File: src/rtl/flash_seq_pkg.sv
package flash_seq_pkg;

    typedef enum logic [1:0] {
        OP_PROG      = 2'b00,
        OP_ERS_SHORT = 2'b01,
        OP_ERS_LONG  = 2'b10,
        OP_RSVD      = 2'b11
    } op_e;

    typedef enum logic [2:0] {
        ST_IDLE,
        ST_SETUP,
        ST_HVSET,
        ST_ACTIVE,
        ST_HOLD,
        ST_RECOVER
    } st_e;

    typedef struct packed {
        logic pgm;
        logic ers;
        logic hven;
    } ctl_t;

    // Interval lengths in nanoseconds
    localparam longint unsigned T_NVS_NS       = 64'd10_000;
    localparam longint unsigned T_PGS_NS       = 64'd5_000;
    localparam longint unsigned T_PROG_NS      = 64'd30_000;
    localparam longint unsigned T_NVH_NS       = 64'd5_000;
    localparam longint unsigned T_RCV_NS       = 64'd1_000;
    localparam longint unsigned T_ERS_SHORT_NS = 64'd1_000_000;
    localparam longint unsigned T_ERS_LONG_NS  = 64'd4_000_000;

    function automatic int unsigned cyc_of(longint unsigned clk_hz, longint unsigned ns);
        longint unsigned r;
        r = (clk_hz * ns + 64'd999_999_999) / 64'd1_000_000_000;
        if (r < 64'd1) r = 64'd1;
        return int'(r);
    endfunction

    function automatic int unsigned max2(int unsigned a, int unsigned b);
        return (a > b) ? a : b;
    endfunction

endpackage

File: src/rtl/flash_seq_timer.sv
module flash_seq_timer #(
    parameter int unsigned CNT_W = 8
) (
    input  logic             clk,
    input  logic             rst,
    input  logic             load,
    input  logic [CNT_W-1:0] load_val,
    output logic             last
);
    logic [CNT_W-1:0] cnt_q;

    always_ff @(posedge clk) begin
        if (rst)                cnt_q <= '0;
        else if (load)          cnt_q <= load_val - 1'b1;
        else if (cnt_q != '0)   cnt_q <= cnt_q - 1'b1;
    end

    assign last = (cnt_q == '0);

    AST_TMR_LOAD_NONZERO: assert property (@(posedge clk) disable iff (rst)
        load |-> (load_val != '0));

    AST_TMR_RELOAD_BLOCKED: assert property (@(posedge clk) disable iff (rst)
        (!load && cnt_q != '0) |=> !(cnt_q > $past(cnt_q)));
endmodule

File: src/rtl/flash_seq_ctrl.sv
module flash_seq_ctrl
    import flash_seq_pkg::*;
#(
    parameter int unsigned CNT_W   = 8,
    parameter int unsigned N_NVS   = 1,
    parameter int unsigned N_PGS   = 1,
    parameter int unsigned N_PROG  = 1,
    parameter int unsigned N_NVH   = 1,
    parameter int unsigned N_RCV   = 1,
    parameter int unsigned N_ERS_S = 1,
    parameter int unsigned N_ERS_L = 1
) (
    input  logic             clk,
    input  logic             rst,
    input  logic             start_i,
    input  logic [1:0]       op_i,
    input  logic             abort_i,
    input  logic             tmr_last,
    output logic             tmr_load,
    output logic [CNT_W-1:0] tmr_val,
    output ctl_t             ctl_o,
    output logic             busy_o,
    output logic             done_o,
    output logic             err_o
);
    st_e  state_q, state_d;
    op_e  op_q;
    logic abort_q, abort_take, accept, done_d;

    assign accept     = (state_q == ST_IDLE) && start_i && (op_e'(op_i) != OP_RSVD);
    assign abort_take = abort_i && (state_q != ST_IDLE) && (state_q != ST_RECOVER);

    always_comb begin
        state_d  = state_q;
        tmr_load = 1'b0;
        tmr_val  = CNT_W'(N_RCV);
        done_d   = 1'b0;
        unique case (state_q)
            ST_IDLE: if (accept) begin
                state_d  = ST_SETUP;
                tmr_load = 1'b1;
                tmr_val  = CNT_W'(N_NVS);
            end
            ST_RECOVER: if (tmr_last) begin
                state_d = ST_IDLE;
                done_d  = 1'b1;
            end
            default: begin
                if (abort_take) begin
                    state_d  = ST_RECOVER;
                    tmr_load = 1'b1;
                    tmr_val  = CNT_W'(N_RCV);
                end else if (tmr_last) begin
                    tmr_load = 1'b1;
                    case (state_q)
                        ST_SETUP: begin
                            if (op_q == OP_PROG) begin
                                state_d = ST_HVSET;
                                tmr_val = CNT_W'(N_PGS);
                            end else begin
                                state_d = ST_ACTIVE;
                                tmr_val = (op_q == OP_ERS_LONG) ? CNT_W'(N_ERS_L)
                                                                : CNT_W'(N_ERS_S);
                            end
                        end
                        ST_HVSET: begin
                            state_d = ST_ACTIVE;
                            tmr_val = CNT_W'(N_PROG);
                        end
                        ST_ACTIVE: begin
                            state_d = ST_HOLD;
                            tmr_val = CNT_W'(N_NVH);
                        end
                        default: begin
                            state_d = ST_RECOVER;
                            tmr_val = CNT_W'(N_RCV);
                        end
                    endcase
                end
            end
        endcase
    end

    always_ff @(posedge clk) begin
        if (rst) begin
            state_q <= ST_IDLE;
            op_q    <= OP_PROG;
            abort_q <= 1'b0;
            done_o  <= 1'b0;
            err_o   <= 1'b0;
        end else begin
            state_q <= state_d;
            done_o  <= done_d;
            err_o   <= done_d && abort_q;
            if (accept) begin
                op_q    <= op_e'(op_i);
                abort_q <= 1'b0;
            end else if (abort_take) begin
                abort_q <= 1'b1;
            end
        end
    end

    logic mode_on;
    assign mode_on     = (state_q == ST_SETUP) || (state_q == ST_HVSET) || (state_q == ST_ACTIVE);
    assign ctl_o.pgm   = mode_on && (op_q == OP_PROG);
    assign ctl_o.ers   = mode_on && (op_q != OP_PROG);
    assign ctl_o.hven  = (state_q == ST_HVSET) || (state_q == ST_ACTIVE) || (state_q == ST_HOLD);
    assign busy_o      = (state_q != ST_IDLE);

    AST_HV_AFTER_MODE: assert property (@(posedge clk) disable iff (rst)
        $rose(ctl_o.hven) |-> $past(ctl_o.pgm || ctl_o.ers));

    AST_SINGLE_MODE: assert property (@(posedge clk) disable iff (rst)
        !(ctl_o.pgm && ctl_o.ers));

    AST_DONE_ONE_CYCLE: assert property (@(posedge clk) disable iff (rst)
        done_o |=> !done_o);

    AST_DONE_AFTER_BUSY: assert property (@(posedge clk) disable iff (rst)
        done_o |-> ($past(busy_o) && !busy_o));

    AST_OP_HELD_WHILE_BUSY: assert property (@(posedge clk) disable iff (rst)
        busy_o |=> $stable(op_q));

    AST_ABORT_CUTS_HV: assert property (@(posedge clk) disable iff (rst)
        (abort_i && busy_o && state_q != ST_RECOVER) |=>
            (!ctl_o.hven && !ctl_o.pgm && !ctl_o.ers && busy_o));

    AST_ERR_WITH_DONE: assert property (@(posedge clk) disable iff (rst)
        err_o |-> done_o);
endmodule

File: src/rtl/flash_hv_seq.sv
module flash_hv_seq
    import flash_seq_pkg::*;
#(
    parameter longint unsigned CLK_HZ = 64'd50_000_000
) (
    input  logic       clk,
    input  logic       rst,
    input  logic       start_i,
    input  logic [1:0] op_i,
    input  logic       abort_i,
    output logic       pgm_o,
    output logic       ers_o,
    output logic       hven_o,
    output logic       busy_o,
    output logic       irq_mask_o,
    output logic       done_o,
    output logic       err_o
);
    localparam int unsigned N_NVS   = cyc_of(CLK_HZ, T_NVS_NS);
    localparam int unsigned N_PGS   = cyc_of(CLK_HZ, T_PGS_NS);
    localparam int unsigned N_PROG  = cyc_of(CLK_HZ, T_PROG_NS);
    localparam int unsigned N_NVH   = cyc_of(CLK_HZ, T_NVH_NS);
    localparam int unsigned N_RCV   = cyc_of(CLK_HZ, T_RCV_NS);
    localparam int unsigned N_ERS_S = cyc_of(CLK_HZ, T_ERS_SHORT_NS);
    localparam int unsigned N_ERS_L = cyc_of(CLK_HZ, T_ERS_LONG_NS);
    localparam int unsigned N_MAX   = max2(max2(max2(N_NVS, N_PGS), max2(N_PROG, N_NVH)),
                                           max2(N_RCV, max2(N_ERS_S, N_ERS_L)));
    localparam int unsigned CNT_W   = $clog2(N_MAX + 1);

    logic             tmr_load, tmr_last;
    logic [CNT_W-1:0] tmr_val;
    ctl_t             ctl;

    flash_seq_timer #(.CNT_W(CNT_W)) u_timer (
        .clk      (clk),
        .rst      (rst),
        .load     (tmr_load),
        .load_val (tmr_val),
        .last     (tmr_last)
    );

    flash_seq_ctrl #(
        .CNT_W   (CNT_W),
        .N_NVS   (N_NVS),
        .N_PGS   (N_PGS),
        .N_PROG  (N_PROG),
        .N_NVH   (N_NVH),
        .N_RCV   (N_RCV),
        .N_ERS_S (N_ERS_S),
        .N_ERS_L (N_ERS_L)
    ) u_ctrl (
        .clk      (clk),
        .rst      (rst),
        .start_i  (start_i),
        .op_i     (op_i),
        .abort_i  (abort_i),
        .tmr_last (tmr_last),
        .tmr_load (tmr_load),
        .tmr_val  (tmr_val),
        .ctl_o    (ctl),
        .busy_o   (busy_o),
        .done_o   (done_o),
        .err_o    (err_o)
    );

    assign pgm_o      = ctl.pgm;
    assign ers_o      = ctl.ers;
    assign hven_o     = ctl.hven;
    assign irq_mask_o = busy_o;

    AST_MASK_WHOLE_BUSY: assert property (@(posedge clk) disable iff (rst)
        (hven_o || pgm_o || ers_o) |-> irq_mask_o);
endmodule

File: config.mk
export PLATFORM = sky130hd
export DESIGN_NAME = flash_hv_seq
export DESIGN_NICKNAME = d
export VERILOG_FILES = /design/src/rtl/flash_seq_pkg.sv /design/src/rtl/flash_seq_timer.sv /design/src/rtl/flash_seq_ctrl.sv /design/src/rtl/flash_hv_seq.sv
export SDC_FILE = /design/constraint.sdc
export NUM_CORES = 1
export LEC_CHECK = 0
export BUFFER_PORTS_ARGS = -buffer_cell sky130_fd_sc_hd__buf_2
export CAP_MARGIN = 20
export CORE_UTILIZATION = 50
export DETAILED_ROUTE_END_ITERATION = 8
export GPL_TIMING_DRIVEN = 0
export PLACE_DENSITY = 0.74
export SYNTH_ARGS = -nofsm -noshare
export SYNTH_HDL_FRONTEND = slang
export SYNTH_HIERARCHICAL = 1
export SYNTH_SLANG_ARGS = --single-unit
File: constraint.sdc
create_clock -name clk -period 4.8 [get_ports clk]
set_input_delay 0.72 -clock clk [delete_from_list [all_inputs] [get_ports clk]]
set_output_delay 0.72 -clock clk [all_outputs]
set_load 0.05 [all_outputs]
==> results of run 1 <==
[report_power, final]
part           leakage (nW)  total, mW  internal (mW)  switching, mW
logic                 0.572      0.987          0.408          0.579
registers             0.213      0.332          0.282         0.0505
clock network        0.0138     0.0979         0.0295         0.0684
total                 0.799       1.42          0.719          0.698
[through the flow]
stage	area, um^2	power (mW)
final	1960	1.42
after detailed placement	1930	1.31
after CTS	1950	1.41
after global routing	1960	1.53
after floorplan	1810	1.13
after global placement	1930	1.30
[state kept, by name, summed over array words and instances (netlist names)]
signal / flops
u_timer/cnt_q: 18
u_ctrl/state_q: 3
u_ctrl/op_q: 2
u_ctrl/abort_q: 1
u_ctrl/done_o: 1
u_ctrl/err_o: 1
[per-layer routing]
layer / up-vias / GRT usage / wire length (um) / share of wire
li1: 797 / - / - / -
met1: 749 / 0.353 / 1980 / 0.50
met2: 42 / 0.337 / 1760 / 0.44
met3: 4 / 0.0331 / 156 / 0.039
met4: 0 / 0.0825 / 61 / 0.015
met5: - / 0 / 0 / 0
[worst max-delay path, stage by stage, from the launching register on]
cell and delay (ns):
dfxtp_1 0.35, or3_1 0.42, or4_1 0.44, nor2_2 0.28
o21ai_0 0.15, nand2_1 0.10, buf_6 0.15, buf_6 0.15
buf_2 0.27, buf_4 0.27, mux2i_1 0.27, ha_1 0.25
nor4b_4 0.28, o22ai_1 0.17, or3_4 0.38, o31a_1 0.29
a211oi_2 0.17
[path summary, 6_finish.rpt]
check,endpoint,depth (start not counted)
setup / recovery,u_timer/cnt_q[12],16
hold / removal,u_ctrl/err_o,1
hold reg to reg,u_ctrl/err_o,1
setup reg to reg,u_timer/cnt_q[12],16
[cells in the final DEF, fill, tap and decap left out, drive strengths merged, types with 5 or more instances in the layout]
| cell | synthesis | layout |
|---|---|---|
| or3 | 7 | 7 |
| o21ai | 12 | 12 |
| xnor2 | 7 | 7 |
| nor2 | 23 | 23 |
| nand2b | 6 | 6 |
| buf | 15 | 27 |
| clkbuf | 2 | 5 |
| a21oi | 9 | 9 |
| nor3 | 16 | 16 |
| nor4 | 6 | 6 |
| mux2 | 7 | 7 |
| nand2 | 5 | 5 |
| inv | 7 | 7 |
| dfxtp | 26 | 26 |
| mux2i | 15 | 15 |
[final cells by class]
type | instances | area, um^2 | area share
multi-input cells | 165 | 1150 | 0.589
flip-flops and latches | 26 | 520 | 0.266
plain buffers | 17 | 118 | 0.0601
repair buffers | 12 | 60.1 | 0.0307
well taps | 46 | 57.6 | 0.0294
inverters | 7 | 26.3 | 0.0134
clock buffers | 3 | 22.5 | 0.0115
[cell families (layout without fill, tap and decap cells)]
group,Yosys count,in the layout
flip-flops,26,26
adder cells (fa/ha/maj),1,1
XOR/XNOR,10,10
buffers and inverters,24,39
other,1,3
AO/OA/AOI/OAI,41,41
multiplexers,22,22
AND/OR/NAND/NOR,88,88
==> flow_summary.yaml, run 1 <==
grt:
  grt_overflow: 0
  grt_max_degree: 14
  antenna_found_initial: 0
  grt_usage: 0.235
  grt_pass1_vias: 1329
  grt_pass1_wl_mm: 6.49
status:
  status: "finished clean"
sta:
  hold_ws_ns: 0.488
  post-route-period-util: 0.927
  fmax_ghz: 0.225
  skew_ns: 0.00718
  setup-tns-final_ns: 0
  setup_viol: 0
  tightestPinTransition_ns: 0.564
  grt_setup_unrepaired: "false"
  maxSlewViolCount: 0
  slew_headroom: 0.624
  hold_viol: 0
  worst_slack_ns: 0.352
  period_minus_slack_ns: 4.45
route:
  ant_nets: 0
  avgViaCountPerCell: 5.77
  drc: 0
  drtIter0Drc: 83
  wire_per_inst_um: 14.4
  dr.pass1.iters: 4
  vias: 1592
  wirelength_mm: 3.96
cts:
  cts_hold_buffers: 0
  tritoncts: "done"
  clock_latency_ns: 0.33
  clk_path_buf_depth: 2
  cts_setup_buffers: 0
  htreeDepth: 1
  cts_resized: 0
  cts_root_buf: "clkbuf_4"
  clkSlewWorstSetupHoldPaths_ns: 0.15
  numCtsBuffers: 3
  clock_sinks: 26
synthesis:
  synth_ff_type: "dfxtp_1"
  yosys_warnings: 6
  synthAdderAreaFrac: 0.00693
  synth_area_mm2: 0.00181
  synth_top_family_by_area: "simple AND/OR/NAND/NOR gates"
  avgSynthCellArea_um2: 8.48
  seq_area_frac_synth: 0.288
  synth_mux_area_frac: 0.127
  ys_top_cells_by_area: "dfxtp_1 (29%), mux2i_1 (8.3%), nor2_1 (4.8%)"
  yosys.area.top_type: "dfxtp_1"
  async_reset_ff_frac: 0
  synth_simple_gate_area_frac: 0.295
  synth_cells: 213
  synth_cell_type_count: 59
  synth-xor-area-share: 0.0485
  synth_edf_count: 0
  synth.most_common_cell: "dfxtp_1"
  synth_compound_gate_area_share: 0.153
  yosysTopAreaCellShare: 0.288
  synthTopCellsByCount: "dfxtp_1 (26), nor2_1 (23), mux2i_1 (15), nor3_1 (14), o21ai_0 (10)"
  synth_seq_cells: 26
setup_path:
  startpoint: "u_timer/cnt_q[13]"
  path_max_fanout: 10
  worstPathArrival_ns: 4.72
  worstSetupEndpointType: "flop"
  r2r_start: "u_timer/cnt_q[13]"
  start_kind: "flop"
  crit_type: "flop to flop"
  reg2reg_slack_ns: 0.35
  cp.required_ns: 5.07
final_layout:
  drive_gt1_frac: 0.226
  nets: 239
  fillers: 311
  area_growth_pct: 8.32
  diodes: 0
  final_cells: 276
  utilization: 0.577
floorplan:
  core_area_mm2: 0.00339
  rows: 21
  dieWidth_um: 62.1
  io_pins: 13
  die_h_um: 62.1
  start_util: 0.533
  dieArea_mm2: 0.00386
placement:
  dp_hpwl_mm: 3.02
  dp_cells: 273
  place_congestion: 0.906
  dp_slack_ns: 0.251
  io_buffers: 12
hold_path:
  min_path_type: "flop to flop"
  hp-start: "u_ctrl/abort_q"
pwr:
  vdd_drop_max_mv: 0.285
  cellLeakagePower_nw: 0.799
  powerDensity_mw_per_mm2: 725
run:
  drv_cap: 0
Note: power is estimated with default switching activity, not from simulation.
==> run 2, diff against run 1 <==
CORE_UTILIZATION = 60   (was 50)
PLACE_DENSITY = 0.85   (was 0.74)
==> flow_summary.yaml, run 2 (same netlist as run 1, synthesis figures left out) <==
status:
  status: "finished clean"
grt:
  grt_pass1_vias: 1465
  antenna_found_initial: 0
  grt_max_degree: 15
  grt_pass1_wl_mm: 7.01
  grt_usage: 0.284
  grt_overflow: 0
pwr:
  clockPowerShare: 0.078
  seq_power_share: 0.228
  p_sw_uw: 717
  p_int_uw: 737
  vdd_drop_max_mv: 0.390
  power_frac_comb: 0.694
  cellLeakagePower_nw: 0.806
  p_sw_frac: 0.493
  p_total_mw: 1.45
  powerDensity_mw_per_mm2: 746
setup_path:
  path_max_fanout: 10
  start_kind: "flop"
  cp.required_ns: 5.07
  crit_path_max_incr_delay_ns: 0.43
  crit_type: "flop to flop"
  cp_cell_sequence: "or3_1 > or4_1 > nor2_2 > o21ai_0 > nand2_1 > buf_6 > buf_6 > buf_2 > buf_4 > mux2i_1 > ha_1 > nor4b_4 > o22ai_1 > or3_4 > o31a_1 > a211oi_2"
  worstPathArrival_ns: 4.72
  path_common_cell: "buf_6"
  cp_slowest_cell: "or4_1"
  worstSetupEndpointType: "flop"
route:
  avgViaCountPerCell: 6.11
  ant_nets: 0
  wirelength_mm: 4.12
  drtIter0Drc: 122
  vias: 1602
  dr.pass1.iters: 4
  drc: 0
  wire_per_inst_um: 15.7
final_layout:
  final_cell_mix: "dfxtp_1 (26), nor2_1 (22), buf_2 (16), mux2i_1 (15), nor3_1 (14)"
  reg_top3: "u_timer/cnt_q: 18 flops, u_ctrl/state_q: 3 flops, u_ctrl/op_q: 2 flops"
  final_common_cell: "dfxtp_1"
  fillers: 232
  nets: 239
  area_growth_pct: 8.04
  diodes: 0
  drive_gt1_frac: 0.229
  top_register: "u_timer/cnt_q"
  largest_register_ffs: 18
cts:
  clk_path_buf_depth: 2
  clock_latency_ns: 0.33
  clock_sinks: 26
  tritoncts: "done"
  cts_hold_buffers: 0
  cts_root_buf: "clkbuf_4"
  numCtsBuffers: 3
  clkSlewWorstSetupHoldPaths_ns: 0.14
  htreeDepth: 1
placement:
  dp_hpwl_mm: 3.08
  io_buffers: 12
  place_congestion: 0.865
floorplan:
  core_area_mm2: 0.00281
  io_pins: 13
  dieWidth_um: 56.9
  die_h_um: 56.9
  start_util: 0.644
  dieArea_mm2: 0.00323
  rows: 19
sta:
  maxSlewViolCount: 0
  grt_setup_unrepaired: "false"
  fmax_ghz: 0.225
  skew_ns: 0.00648
  period_minus_slack_ns: 4.45
  tightestPinTransition_ns: 0.569
  setup-tns-final_ns: 0
  hold_viol: 0
  slew_headroom: 0.621
  post-route-period-util: 0.927
  setup_viol: 0
hold_path:
  min_path_type: "flop to flop"
run:
  drv_cap: 0
## run 2: cell count changes in the layout (fill, tap and decap cells not counted)
cell / previous run / this run
clkbuf_8: 0 / 1
## run 2: repair_timing
action | in CTS | in global routing
buffers inserted | 0 | 0
setup endpoints to repair | 0 | 1
gates resized for setup | 0 | 1
## run 2: worst paths after layout
| kind | from | to | slack [ns] | cells after the start |
|---|---|---|---|---|
| hold reg to reg | u_ctrl/abort_q | u_ctrl/err_o | 0.50 | 1 |
| hold / removal | u_ctrl/abort_q | u_ctrl/err_o | 0.50 | 1 |
| setup / recovery | u_timer/cnt_q[13] | u_timer/cnt_q[12] | 0.35 | 16 |
| setup reg to reg | u_timer/cnt_q[13] | u_timer/cnt_q[12] | 0.35 | 16 |
## run 2: cell type report
cell class	instances	area (um^2)	share of cell area
inverter	7	26.3	0.0135
timing repair buffer	12	60.1	0.0308
buffer	17	118	0.0603
sequential	26	520	0.267
multi-input combinational	165	1150	0.590
tap	31	38.8	0.0199
clock buffer	4	36.3	0.0186
## run 2: metrics by stage
| stage | worst slack, ns | util | hold slack, ns | area [um^2] | cells |
|---|---|---|---|---|---|
| after detailed placement | 0.292 | 0.682 | 0.467 | 1910 | 258 |
| after global placement | 0.348 | 0.682 | 0.454 | 1910 | 258 |
| after floorplan | 0.858 | - | 0.431 | 1810 | 215 |
| after CTS | 0.257 | 0.694 | 0.501 | 1950 | 262 |
| final | 0.351 | 0.695 | 0.496 | 1950 | 262 |
| after global routing | 0.0999 | 0.695 | 0.526 | 1950 | 262 |
## run 2: routing by layer
| metal | global-route usage | up-vias | routed length (um) |
|---|---|---|---|
| met2 | 0.430 | 52 | 1840 |
| li1 | - | 797 | - |
| met5 | 0 | - | 0 |
| met1 | 0.410 | 744 | 1970 |
| met4 | 0.122 | 0 | 85 |
| met3 | 0.0253 | 9 | 223 |
## run 2: power groups by stage
stage / clock network [mW] / registers, mW / logic, mW
detailed placement: 0 / 0.335 / 0.980
CTS: 0.119 / 0.330 / 0.988
finish: 0.114 / 0.332 / 1.01
floorplan: 0 / 0.324 / 0.808
global route: 0.127 / 0.342 / 1.09
global placement: 0 / 0.333 / 0.956
## run 2: worst max-delay path: cells and delay by family, from the launching register on
| family | cells | cell delay, ns |
|---|---|---|
| adders and majority gates | 1 | 0.25 |
| AOI/OAI and AO/OA | 4 | 0.79 |
| DFF | 1 | 0.34 |
| buffers and inverters | 4 | 0.88 |
| muxes | 1 | 0.29 |
| and+or+nand+nor | 6 | 1.84 |
